===== src/rtl/dispchan_ctl.sv =====
module dispchan_ctl #(
  parameter int          AW      = 4,
  parameter logic [15:0] CC_RST  = 16'h5440,
  parameter logic [15:0] PAR_RST = 16'h9102,
  parameter logic [15:0] LCH_RST = 16'h0004
) (
  input  logic          clk,
  input  logic          rst_n,
  input  logic          wr_en,
  input  logic [AW-1:0] addr,
  input  logic [15:0]   wdata,
  output logic [15:0]   rdata,
  input  logic          blk_done,
  output logic          start,
  output logic          running,
  output logic          irq,
  output logic [31:0]   act_top,
  output logic [31:0]   act_bot,
  output logic [31:0]   act_fidx,
  output logic [15:0]   act_ecnt,
  output logic [15:0]   act_fcnt,
  output logic [15:0]   act_eidx,
  output logic [1:0]    act_dtype,
  output logic          act_dbl_idx,
  output logic [1:0]    src_port,
  output logic          ext_req_en
);
  localparam logic [AW-1:0] A_CC  = AW'(0);
  localparam logic [AW-1:0] A_PAR = AW'(1);
  localparam logic [AW-1:0] A_LCH = AW'(2);
  localparam logic [AW-1:0] A_DC  = AW'(3);
  localparam logic [AW-1:0] A_TPH = AW'(4);
  localparam logic [AW-1:0] A_TPL = AW'(5);
  localparam logic [AW-1:0] A_BTH = AW'(6);
  localparam logic [AW-1:0] A_BTL = AW'(7);
  localparam logic [AW-1:0] A_FIH = AW'(8);
  localparam logic [AW-1:0] A_FIL = AW'(9);
  localparam logic [AW-1:0] A_EC  = AW'(10);
  localparam logic [AW-1:0] A_FC  = AW'(11);
  localparam logic [AW-1:0] A_EI  = AW'(12);

  logic [15:0] cc, par, lch, dc;
  logic [15:0] top_h, top_l, bot_h, bot_l, fi_h, fi_l, ecnt, fcnt, eidx;
  logic [15:0] cc_nx, dc_nx;

  wire wr_cc = wr_en && (addr == A_CC);
  wire wr_dc = wr_en && (addr == A_DC);
  wire rel   = wr_cc && cc[0] && !wdata[0];
  wire evt   = blk_done && running;
  wire rpt   = evt && (cc[9:8] == 2'b11) && cc[7];
  wire halt  = evt && !rpt;
  wire copy  = rpt || (cc[11] && (!running || evt));

  always_comb begin
    cc_nx = wr_cc ? wdata : cc;
    if (copy && !(wr_cc && wdata[11])) cc_nx[11] = 1'b0;
    if (halt || rel) cc_nx[7] = 1'b0;
    dc_nx = wr_dc ? {wdata[15:4], dc[3], wdata[2:0]} : dc;
    dc_nx[3] = (dc[3] && !(wr_dc && wdata[3])) || evt;
  end

  always_ff @(posedge clk or negedge rst_n) begin
    if (!rst_n) begin
      cc <= CC_RST; par <= PAR_RST; lch <= LCH_RST; dc <= '0;
      top_h <= '0; top_l <= '0; bot_h <= '0; bot_l <= '0;
      fi_h <= '0; fi_l <= '0; ecnt <= '0; fcnt <= '0; eidx <= '0;
    end else begin
      cc <= cc_nx;
      dc <= dc_nx;
      if (wr_en) begin
        case (addr)
          A_PAR: par   <= wdata;
          A_LCH: lch   <= wdata;
          A_TPH: top_h <= wdata;
          A_TPL: top_l <= wdata;
          A_BTH: bot_h <= wdata;
          A_BTL: bot_l <= wdata;
          A_FIH: fi_h  <= wdata;
          A_FIL: fi_l  <= wdata;
          A_EC:  ecnt  <= wdata;
          A_FC:  fcnt  <= wdata;
          A_EI:  eidx  <= wdata;
          default: ;
        endcase
      end
    end
  end

  always_ff @(posedge clk or negedge rst_n) begin
    if (!rst_n) begin
      act_top <= '0; act_bot <= '0; act_fidx <= '0;
      act_ecnt <= '0; act_fcnt <= '0; act_eidx <= '0;
      act_dtype <= '0; act_dbl_idx <= 1'b0;
    end else if (copy) begin
      act_top     <= {top_h, top_l};
      act_bot     <= {bot_h, bot_l};
      act_fidx    <= {fi_h, fi_l};
      act_ecnt    <= ecnt;
      act_fcnt    <= fcnt;
      act_eidx    <= eidx;
      act_dtype   <= par[1:0];
      act_dbl_idx <= (cc[13:12] == 2'b11);
    end
  end

  always_ff @(posedge clk or negedge rst_n) begin
    if (!rst_n) begin
      running <= 1'b0;
      start   <= 1'b0;
    end else begin
      start <= 1'b0;
      if (rel) running <= 1'b0;
      else if (!running) begin
        if (cc[7]) begin
          running <= 1'b1;
          start   <= 1'b1;
        end
      end else if (rpt) start <= 1'b1;
      else if (halt || !cc[7]) running <= 1'b0;
    end
  end

  always_comb begin
    case (addr)
      A_CC:  rdata = cc;
      A_PAR: rdata = par;
      A_LCH: rdata = lch;
      A_DC:  rdata = dc;
      A_TPH: rdata = top_h;
      A_TPL: rdata = top_l;
      A_BTH: rdata = bot_h;
      A_BTL: rdata = bot_l;
      A_FIH: rdata = fi_h;
      A_FIL: rdata = fi_l;
      A_EC:  rdata = ecnt;
      A_FC:  rdata = fcnt;
      A_EI:  rdata = eidx;
      default: rdata = '0;
    endcase
  end

  assign irq        = dc[3] & dc[1];
  assign src_port   = dc[7:6];
  assign ext_req_en = dc[8];

  assert_idle_copy_R3: assert property (@(posedge clk) disable iff (!rst_n)
    (cc[11] && !running && !(wr_cc && wdata[11])) |=> !cc[11]);
  assert_start_running_R4: assert property (@(posedge clk) disable iff (!rst_n)
    start |-> running);
  assert_single_stop_R5: assert property (@(posedge clk) disable iff (!rst_n)
    (evt && cc[9:8] != 2'b11) |=> (!running && !cc[7] && !start));
  assert_repeat_restart_R6: assert property (@(posedge clk) disable iff (!rst_n)
    (evt && cc[9:8] == 2'b11 && cc[7] && !rel) |=> (start && running));
  assert_status_set_R7: assert property (@(posedge clk) disable iff (!rst_n)
    evt |=> dc[3]);
  assert_release_idle_R10: assert property (@(posedge clk) disable iff (!rst_n)
    rel |=> (!running && !cc[7]));
endmodule


===== config.mk =====
export PLATFORM = sky130hd
export DESIGN_NAME = dispchan_ctl
export DESIGN_NICKNAME = d
export VERILOG_FILES = /design/src/rtl/dispchan_ctl.sv
export SDC_FILE = /design/constraint.sdc
export NUM_CORES = 1
export LEC_CHECK = 0
export CORE_ASPECT_RATIO = 0.6
export CORE_MARGIN = 2
export CORE_UTILIZATION = 45
export CTS_BUF_LIST = sky130_fd_sc_hd__clkbuf_8
export DETAILED_ROUTE_END_ITERATION = 6
export MAX_ROUTING_LAYER = met4
export PLACE_DENSITY = 0.64
export RECOVER_POWER = 25
export SKIP_LAST_GASP = 1
export SYNTH_ARGS = -nofsm -noshare
export SYNTH_HDL_FRONTEND = slang
export SYNTH_SLANG_ARGS = --single-unit

===== constraint.sdc =====
create_clock -name clk -period 2.37 [get_ports clk]
set_input_delay 0.474 -clock clk [delete_from_list [all_inputs] [get_ports clk]]
set_output_delay 0.474 -clock clk [all_outputs]
set_load 0.05 [all_outputs]

## Word-level counts from Yosys, hierarchy flattened

Index checks and enable logic that the tools add are counted.

- Equal/unequal tests: 14
- Mux-type cells: 12
- Bitwise gates (word level): 1
- Reduce and logical (&&, ||, !) cells: 38

Operators with widths:

| cell | count |
|---|---|
| $pmux 16 s13 | 1 |
| $reduce_and 2->1 | 11 |
| $eq 4x4->1 const B | 5 |
| $eq 4x3->1 const B | 4 |
| $logic_and 1x1->1 | 13 |
| $mux 12 | 1 |
| $mux 1 | 10 |
| $eq 4x2->1 const B | 2 |
| $logic_not 1->1 | 6 |
| $logic_or 1x1->1 | 5 |
| $eq 2x2->1 const B | 2 |
| $eq 4x1->1 const B | 1 |
| $logic_not 4->1 | 1 |
| $reduce_bool 2->1 | 2 |
| $and 1x1->1 | 1 |

- Register bits: 357
- Bits of input ports: 24
- Output and inout bits: 169

## Logic depth before layout (Yosys ltp)

- Depth after elaboration: 10
- Mapped depth: 7
- Gate-level depth less buffers: 4

## Least setup slack after synthesis

OpenSTA, ideal clock, no wires.

- Path type: in2out
- Start: input addr[1]
- End: output rdata[0]
- Arrival time: 2.106 ns
- Data required time: 1.896 ns
- Slack: -0.210 ns
- Stages on the path: 7
- Path buffers: 3
- Path through: buf_4 > and4bb_2 > buf_2 > buf_2 > a222oi_1 > and3_1 > nand4_1

- Cells in the longest elaborated chain, start to end: 2
- Elaborated cells between the ends (all ways): 14
- Classes of those cells: eq/ne: 12; mux: 1; reduce/logical: 1

Ends and longest elaborated chain:

| element | line | source |
|---|---|---|
| start, declared | 10 | `input logic [AW-1:0] addr,` |
| $eq 4x4->1, or another cell as far along | 124 | `case (addr)` |
| $pmux 16 s13 (*) | 124 |  |
| end, declared | 12 | `output logic [15:0] rdata,` |

Every way passes the cells marked *; elsewhere a longest branch is shown, timed or not.

## Worst setup path in the final report

- Start: input addr[1]
- End: output rdata[13]

Same word-level chain as after synthesis.

==> results.yml <==
layout:
  antennaDiodeCount: 0
  stdcell_count: 1765
  layout-drive-gt1-share: 0.4996
  largest_registers: "act_bot x32, act_fidx x32, act_top x32"
  final_net_count: 1322
  syn2layout_area_growth_pct: 35.61
  design_area_mm2: 0.01991
grt:
  vias_in_the_first_global_route: 9999
  wire_length_of_the_first_global_routing_pass_um: 66100
  globalRoute.totalOverflow: 0
  grt_antenna_before_repair: 0
  globalRouteTotalUtil: 0.2719
  grt_start_max_net_pins: 84
status:
  failing_checks: "capacitance limit, slew limit, setup timing"
  run_status: "finished, violations left"
timing:
  timing_worst_slew_pin_value_ps: 1549
  fin_skew_ps: 18.76
  finalWorstPathRequiredPeriod_ps: 2649
  max_slew_margin: -0.03288
  final_report_hold_violation_count: 0
  finalSetupViolations: 16
  fin_setup_tns_ps: -2974
  final.setup.worst_slack_ps: -279.4
  finalMaxSlewViolations: 54
  grt_setup_unrepaired: "yes"
  ratio_of_final_minimum_period_to_clock_period: 1.118
  max_freq_mhz: 377.4
power:
  totalPowerFinal_mw: 24.91
  power.leakage_nw: 9.003
  switchingPower_mw: 9.880
  share_comb_of_total_power: 0.394
  sw_ratio: 0.3967
  powerDensity_mw_per_mm2: 1251
  worst_ir_drop_vdd_mv: 0.8586
  cell_internal_pwr_mw: 15.03
  flop_pwr_share: 0.387
  clockPowerShare: 0.219
floorplan:
  boundaryPins: 193
  initial_core_util: 0.4547
  std_cell_rows: 51
  die_width_um: 237.2
  fp.dieH_um: 143.9
  core-area_mm2: 0.03229
  floorplan.die_area_mm2: 0.03414
logic_synthesis:
  synthDistinctLibCells: 34
  syn-cell-area_mm2: 0.01468
  syn-instance-count: 959
  synth-edff-count: 0
  synth-seq-area-share: 0.6092
  synth.largest_area_cell: "sky130_fd_sc_hd__dfrtp_1"
  synth.cells.most_frequent: "348 x sky130_fd_sc_hd__dfrtp_1, 343 x sky130_fd_sc_hd__mux2_2, 70 x sky130_fd_sc_hd__a22oi_1"
  synth.most_common_cell: "sky130_fd_sc_hd__dfrtp_1"
  synthArstFlopShare: 1.000
  synth_ff_type: "sky130_fd_sc_hd__dfrtp_1"
  yosysWarnings: 0
  yosys.area.top_type_share: 0.5931
  synth_top_cells_by_area: "sky130_fd_sc_hd__dfrtp_1 59%, sky130_fd_sc_hd__mux2_2 26%, sky130_fd_sc_hd__a22oi_1 3.6%, sky130_fd_sc_hd__dfstp_2 1.6%, sky130_fd_sc_hd__buf_2 1.3%"
  postSynthRegisterBits: 357
  synth_area_per_cell_um2: 15.31
  syn-num-nets: 983
setup_path:
  critPathMaxStageDelay_ps: 480
  crit_path_cell_trace: "buf_12 -> buf_6 -> buf_4 -> and4bb_4 -> a222oi_1 -> and3_1 -> nand3_2 -> buf_12"
  criticalPathCategory: "in -> out"
  setup.worst_path.end_class: "output pin"
  cp_slowest_cell: "sky130_fd_sc_hd__a222oi_1"
  required_ps: 1900
  worst_ep_arrival_time_ps: 2180
  worstSetupStartpointType: "input port"
  cp_common_cell: "sky130_fd_sc_hd__buf_12"
  timing.critical_path.fanout_max: 9
clock_network:
  tritoncts: "yes"
  cts.htree.levels: 2
  clock_sinks: 357
  cts_made_buffers: 54
  clk_transition_reported_paths_ps: 70
  clock_path_buffers: 3
  worstSkewPairLatency_ps: 600
  cts_root_buffer: "sky130_fd_sc_hd__clkbuf_8"
run:
  max_cap_violations: 1
placed_design:
  place.detailed.instances: 1610
  detailed_place.area_mm2: 0.01804
  placement.io_buffers: 192
  dp_hpwl_um: 30510
  gp_congestion: 0.8746
detailed_routing:
  drt-total-wl_um: 44410
  drt.antenna.violating_nets: 0
  vias_per_cell: 5.753
  remaining_drc_errors: 0
  num_vias: 10150
  wire_per_inst_um: 25.16
  drt-initial-drc-count: 1057
  drtPass1Iterations: 6
hold_path:
  hold_path.class: "reg -> reg"
layout make-up:
type                       instances  area [um^2]
clock inverter                    23        142.6
sequential                       357         8945
tap                              424        530.5
clock buffer                      76         1046
multi-input combinational        531         5538
fill                            2484        12380
timing repair buffer             354         3710
cells by family after synthesis:
family | synth area share
AO/OA/AOI/OAI | 0.05539
AND/OR/NAND/NOR | 0.03826
buffers and inverters | 0.02616
flip-flops | 0.6092
multiplexers | 0.2710
power groups by stage:
stage	Clock [mW]	Sequential, mW	Combinational, mW
after floorplan	0	13.0	2.36
after global placement	0	9.69	9.51
after detailed placement	0	9.72	9.61
after CTS	5.54	9.61	9.84
after global routing	5.84	9.86	10.2
final	5.45	9.64	9.81
stage by stage:
| stage | utilization | hold slack [ps] | setup WS (ps) |
|---|---|---|---|
| final | 0.6167 | 501.8 | -279.4 |
| after global routing | 0.6167 | 516.2 | -372.6 |
| after CTS | 0.6155 | 408.8 | -318.4 |
| after detailed placement | 0.5588 | 438.0 | -926.0 |
| after global placement | 0.5588 | 435.5 | -970.0 |
| after floorplan | - | 178.4 | -91.83 |
worst max-delay path: cells and delay by family:
kind            cells  cell delay (ps)
simple gates        3              690
buf+inv             4              540
compound gates      1              480
layer usage:
| layer | vias to the layer above | global-route usage | part of all wire |
|---|---|---|---|
| met4 | 0 | 0.06058 | 0.018 |
| met1 | 5342 | 0.4206 | 0.49 |
| li1 | 4290 | - | - |
| met3 | 73 | 0.06857 | 0.088 |
| met2 | 449 | 0.3526 | 0.40 |
| met5 | - | - | 0 |
worst paths after layout:
check / startpoint / end / slack, ps / cells past startpoint
max reg2reg: cc[8]$_DFFE_PN0P_ / act_top[4]$_DFFE_PN0P_ / 510 / 4
max: addr[1] / rdata[13] / -280 / 8
min in group asynchronous: rst_n / act_fidx[17]$_DFFE_PN0P_ / 800 / 2
min reg2reg: lch[10]$_DFFE_PN0P_ / lch[10]$_DFFE_PN0P_ / 500 / 1
min: lch[10]$_DFFE_PN0P_ / lch[10]$_DFFE_PN0P_ / 500 / 1
max in group asynchronous: rst_n / top_l[9]$_DFFE_PN0P_ / 130 / 3
repair_timing:
item	4_1_cts	5_1_grt
gates cloned	4	0
resized for setup	81	6
pin swaps	42	12
endpoints found under the hold margin	45	0
endpoints found under the setup margin	18	16
hold buffers	1	0
setup buffers	45	9
layout by cell type, fill, tap and decap left out, types with 7 or more instances in the layout:
cell type / instances
sky130_fd_sc_hd__clkdlybuf4s50_1: 169
sky130_fd_sc_hd__dfrtp_1: 348
sky130_fd_sc_hd__nand2_1: 7
sky130_fd_sc_hd__dfstp_2: 9
sky130_fd_sc_hd__buf_12: 42
sky130_fd_sc_hd__nand4_1: 11
sky130_fd_sc_hd__mux2_2: 343
sky130_fd_sc_hd__buf_4: 110
sky130_fd_sc_hd__mux2_4: 7
sky130_fd_sc_hd__inv_1: 18
sky130_fd_sc_hd__a222oi_1: 16
sky130_fd_sc_hd__a22oi_2: 11
sky130_fd_sc_hd__clkbuf_8: 77
sky130_fd_sc_hd__a22oi_1: 59
sky130_fd_sc_hd__buf_6: 20
sky130_fd_sc_hd__nand2_2: 10
sky130_fd_sc_hd__and3_1: 15
Note: power is estimated with default switching activity, not from simulation.
